### config.mk
export PLATFORM = sky130hd
export DESIGN_NAME = irq_regport
export DESIGN_NICKNAME = d
export VERILOG_FILES = /design/src/rtl/irq_regport.sv
export SDC_FILE = /design/constraint.sdc
export NUM_CORES = 1
export LEC_CHECK = 0
export BUFFER_PORTS_ARGS = -buffer_cell sky130_fd_sc_hd__buf_2
export CORE_MARGIN = 2
export CORE_UTILIZATION = 50
export DETAILED_ROUTE_END_ITERATION = 8
export PLACE_DENSITY_LB_ADDON = 0.15
export SLEW_MARGIN = 20
export SYNTH_ARGS = -nofsm -noshare
export SYNTH_HDL_FRONTEND = slang
export SYNTH_SLANG_ARGS = --single-unit
### constraint.sdc
create_clock -name clk -period 1.66 [get_ports clk]
set_input_delay 0.249 -clock clk [delete_from_list [all_inputs] [get_ports clk]]
set_output_delay 0.249 -clock clk [all_outputs]
set_load 0.02 [all_outputs]
### src/rtl/irq_regport.sv
module irq_regport #(
  parameter int DATA_W   = 16,
  parameter int PTR_W    = 3,
  parameter int NUM_REGS = 4,
  parameter int FLAG_LSB = 11,
  parameter int IEN_BIT  = 9
) (
  input  logic              clk,
  input  logic              rst_n,
  input  logic              cs_n,
  input  logic              adr,
  input  logic              rd,
  input  logic              das_n,
  input  logic [DATA_W-1:0] wdata,
  input  logic [4:0]        evt_set,
  output logic [DATA_W-1:0] rdata,
  output logic              rdata_oe,
  output logic              irq_pull
);
  localparam int NFLAG = 5;

  logic             das_q;
  logic [PTR_W-1:0] ptr_q;
  logic             ien_q;
  logic [NFLAG-1:0] flags_q;
  logic [DATA_W-1:0] gp_q [NUM_REGS];

  logic wr_fire, wr_ptr, wr_data, wr_csr0;
  logic [NFLAG-1:0] clr_mask;

  assign wr_fire  = das_n & ~das_q & ~cs_n & ~rd;
  assign wr_ptr   = wr_fire & adr;
  assign wr_data  = wr_fire & ~adr;
  assign wr_csr0  = wr_data & (ptr_q == '0);
  assign clr_mask = wr_csr0 ? wdata[FLAG_LSB +: NFLAG] : '0;

  always_ff @(posedge clk or negedge rst_n)
    if (!rst_n) das_q <= 1'b1;
    else        das_q <= das_n;

  always_ff @(posedge clk or negedge rst_n)
    if (!rst_n)      ptr_q <= '0;
    else if (wr_ptr) ptr_q <= wdata[PTR_W-1:0];

  always_ff @(posedge clk or negedge rst_n)
    if (!rst_n) begin
      ien_q   <= 1'b0;
      flags_q <= '0;
    end else begin
      if (wr_csr0) ien_q <= wdata[IEN_BIT];
      flags_q <= (flags_q & ~clr_mask) | evt_set;
    end

  assign gp_q[0] = '0;
  for (genvar g = 1; g < NUM_REGS; g++) begin : g_gp
    always_ff @(posedge clk or negedge rst_n)
      if (!rst_n)                                     gp_q[g] <= '0;
      else if (wr_data && ptr_q == PTR_W'(g))         gp_q[g] <= wdata;
  end

  logic [DATA_W-1:0] csr0_view;
  always_comb begin
    csr0_view = '0;
    csr0_view[IEN_BIT] = ien_q;
    csr0_view[FLAG_LSB +: NFLAG] = flags_q;
  end

  always_comb begin
    rdata = '0;
    if (adr) rdata[PTR_W-1:0] = ptr_q;
    else if (ptr_q == '0) rdata = csr0_view;
    else
      for (int i = 1; i < NUM_REGS; i++)
        if (ptr_q == PTR_W'(i)) rdata = gp_q[i];
  end

  assign rdata_oe = ~cs_n & rd & ~das_n;
  assign irq_pull = ien_q & |flags_q;
endmodule


==> results.py <==
metrics = {
    "outcome": {
        "status": "complete, but fails checks",
        "violations": "setup timing",
    },
    "global_route": {
        "grt_pass1_vias": 1924,
        "grt_overflow": 0,
        "grt_util_all_layers": 0.209,
        "grt_max_degree": 25,
        "grt_pass1_wl_mm": 9.47,
        "grt_antenna_before_repair": 0,
    },
    "timing": {
        "rsz0062_at_grt": "yes",
        "max_freq_ghz": 0.518,
        "fin_crit_ns": 1.93,
        "setup-tns-final_ns": -3.36,
        "relSlewSlack": 0.677,
        "whs_ns": 0.0328,
        "fin_crit_sh": 1.16,
        "worst_pin_slew_ns": 0.484,
        "fin_ws_ns": -0.269,
        "slew_violations": 0,
        "skew_ns": 0.00677,
        "hold_viol": 0,
        "final-setup-viol-count": 17,
    },
    "power_and_ir_drop": {
        "peakVddDrop_uv": 619,
        "p_per_area_mw_per_mm2": 1100,
        "leakagePower_nw": 1.75,
    },
    "drt": {
        "drtAntennaViolNets": 0,
        "finalWirelength_mm": 5.80,
        "drc": 0,
        "first_pass_iters": 4,
        "wire_per_inst_um": 16.9,
        "vias": 1868,
        "viasPerCell": 5.43,
        "drt-initial-drc-count": 60,
    },
    "flow_run": {
        "cap_violations": 0,
    },
    "placed_design": {
        "place.gp.congestion": 0.715,
        "port_buffers": 44,
        "dpl.hpwl_mm": 3.78,
    },
    "setup_path": {
        "criticalPathCategory": "reg2out",
        "critPathArrivalTime_ns": 1.68,
        "start_kind": "flop",
        "cp-end-kind": "output pin",
        "critPathMaxFanout": 6,
        "worstPathRequired_ns": 1.41,
    },
    "floorplanning": {
        "start_util": 0.522,
        "num_rows": 26,
        "dieHeight_um": 77.5,
        "core_sq_mm": 0.00517,
        "die_w_um": 77.5,
        "die-area_sq_mm": 0.00600,
        "io_pins": 45,
    },
    "logic_synthesis": {
        "yosys.area.top_type_share": 0.528,
        "synth_commonest_cells": "57 x dfrtp_1, 53 x mux2_2, 11 x nand2_1",
        "synthCells": 198,
        "syn_area_per_cell_sq_um": 13.6,
        "synthFlopType": "dfrtp_1",
        "ys_types": 34,
        "ys_seq_area_frac": 0.538,
        "async_flop_share": 1.00,
        "synth_nets": 225,
        "synth_top_cell_by_area": "dfrtp_1",
        "synth_edf_count": 0,
        "yosysWarningCount": 0,
        "synth_area_leaders": "dfrtp_1 53%, mux2_2 22%, mux4_2 5.0%, o221ai_1 2.3%, nor4b_4 1.8%",
        "synth_most_common_cell": "dfrtp_1",
        "syn_area_sq_mm": 0.00270,
        "ys_ff_latch": 58,
    },
    "clock_tree": {
        "clock_path_buffers": 2,
        "cts-root-buf": "clkbuf_8",
        "cts_tree": "done",
        "cts_buffers": 9,
        "numClockSinks": 58,
        "worstSkewPairLatency_ns": 0.33,
        "clk_pin_slew_ns": 0.06,
        "cts.htree.levels": 3,
    },
    "hold_path": {
        "hold_class": "in2reg",
    },
    "cells_and_area": {
        "final_nets": 298,
        "diodes": 0,
        "area_delta_synth_final_pct": 34.3,
        "post_route_cells_drive_above_1_share": 0.650,
        "final_core_util": 0.701,
    },
}
==> logic make-up after synthesis <==
kind of cell / share of synthesized area
AO/OA/AOI/OAI: 0.0658
buffers and inverters: 0.0343
flip-flops: 0.538
multiplexers: 0.275
AND/OR/NAND/NOR: 0.0871
==> stage by stage <==
stage / cell area, sq um / cells / setup WS (ns) / total power [mW]
6_report: 3630 / 344 / -0.269 / 3.98
3_5_place_dp: 3170 / 317 / 0.00937 / 2.64
2_1_floorplan: 2760 / 198 / 0.00366 / 2.33
4_1_cts: 3530 / 340 / -0.300 / 3.91
3_3_place_gp: 3170 / 317 / 0.0342 / 2.62
5_1_grt: 3630 / 344 / -0.342 / 4.17
==> worst max-delay path, cell delays in order (launching register included) <==
cell and delay (ns):
dfrtp_2 0.44, buf_12 0.15, mux2_4 0.31, a221oi_4 0.26, a21oi_2 0.06, buf_6 0.13
==> worst paths after layout <==
kind | startpoint | to | slack [ns] | depth (start not counted)
max in group asynchronous | rst_n | ptr_q[1] | 0.76 | 3
worst max register to register | ptr_q[1] | gp_q[36] | 0.10 | 5
worst max-delay path | ptr_q[1] | rdata[2] | -0.27 | 5
min in group asynchronous | rst_n | flags_q[3] | 0.40 | 2
worst min register to register | gp_q[11] | gp_q[11] | 0.50 | 1
worst min-delay path | das_n | das_q | 0.03 | 1
==> sequential cells by signal (all words and copies together), names as in the netlist <==
name     cells
ien_q        1
gp_q        48
ptr_q        3
flags_q      5
das_q        1
==> cell type report <==
class / count / area (sq um)
Inverter: 7 / 26.3
Sequential cell: 58 / 1450
Clock buffer: 11 / 141
Multi-Input combinational cell: 121 / 1270
Fill cell: 385 / 1550
Clock inverter: 3 / 17.5
Timing Repair Buffer: 74 / 629
Tap cell: 70 / 87.6
==> cell usage in the layout (no fill, tap or decap), types with 7 or more instances in the layout <==
cell type,netlist,layout
dfrtp_1,57,56
a21oi_2,0,8
mux2_2,53,51
buf_4,2,20
nand2_1,11,7
inv_1,7,7
buf_2,4,28
clkbuf_8,0,10
buf_6,1,19
==> per-layer routing <==
layer,global-route usage,routed length [um]
met5,0,0
met2,0.343,2840
met3,0.0547,258
met1,0.269,2610
met4,0.0786,87
==> what timing repair did <==
item | in CTS | in global routing
pin swaps | 9 | 8
resized for setup | 41 | 18
setup buffers | 8 | 5
hold endpoints to repair | 15 | 0
hold buffers | 1 | 0
endpoints found under the setup margin | 27 | 42
==> power breakdown <==
group / switching, mW / internal [mW]
Combinational: 0.526 / 0.661
Sequential: 0.117 / 1.60
Clock: 0.523 / 0.560
Note: power is estimated with default switching activity, not from simulation.
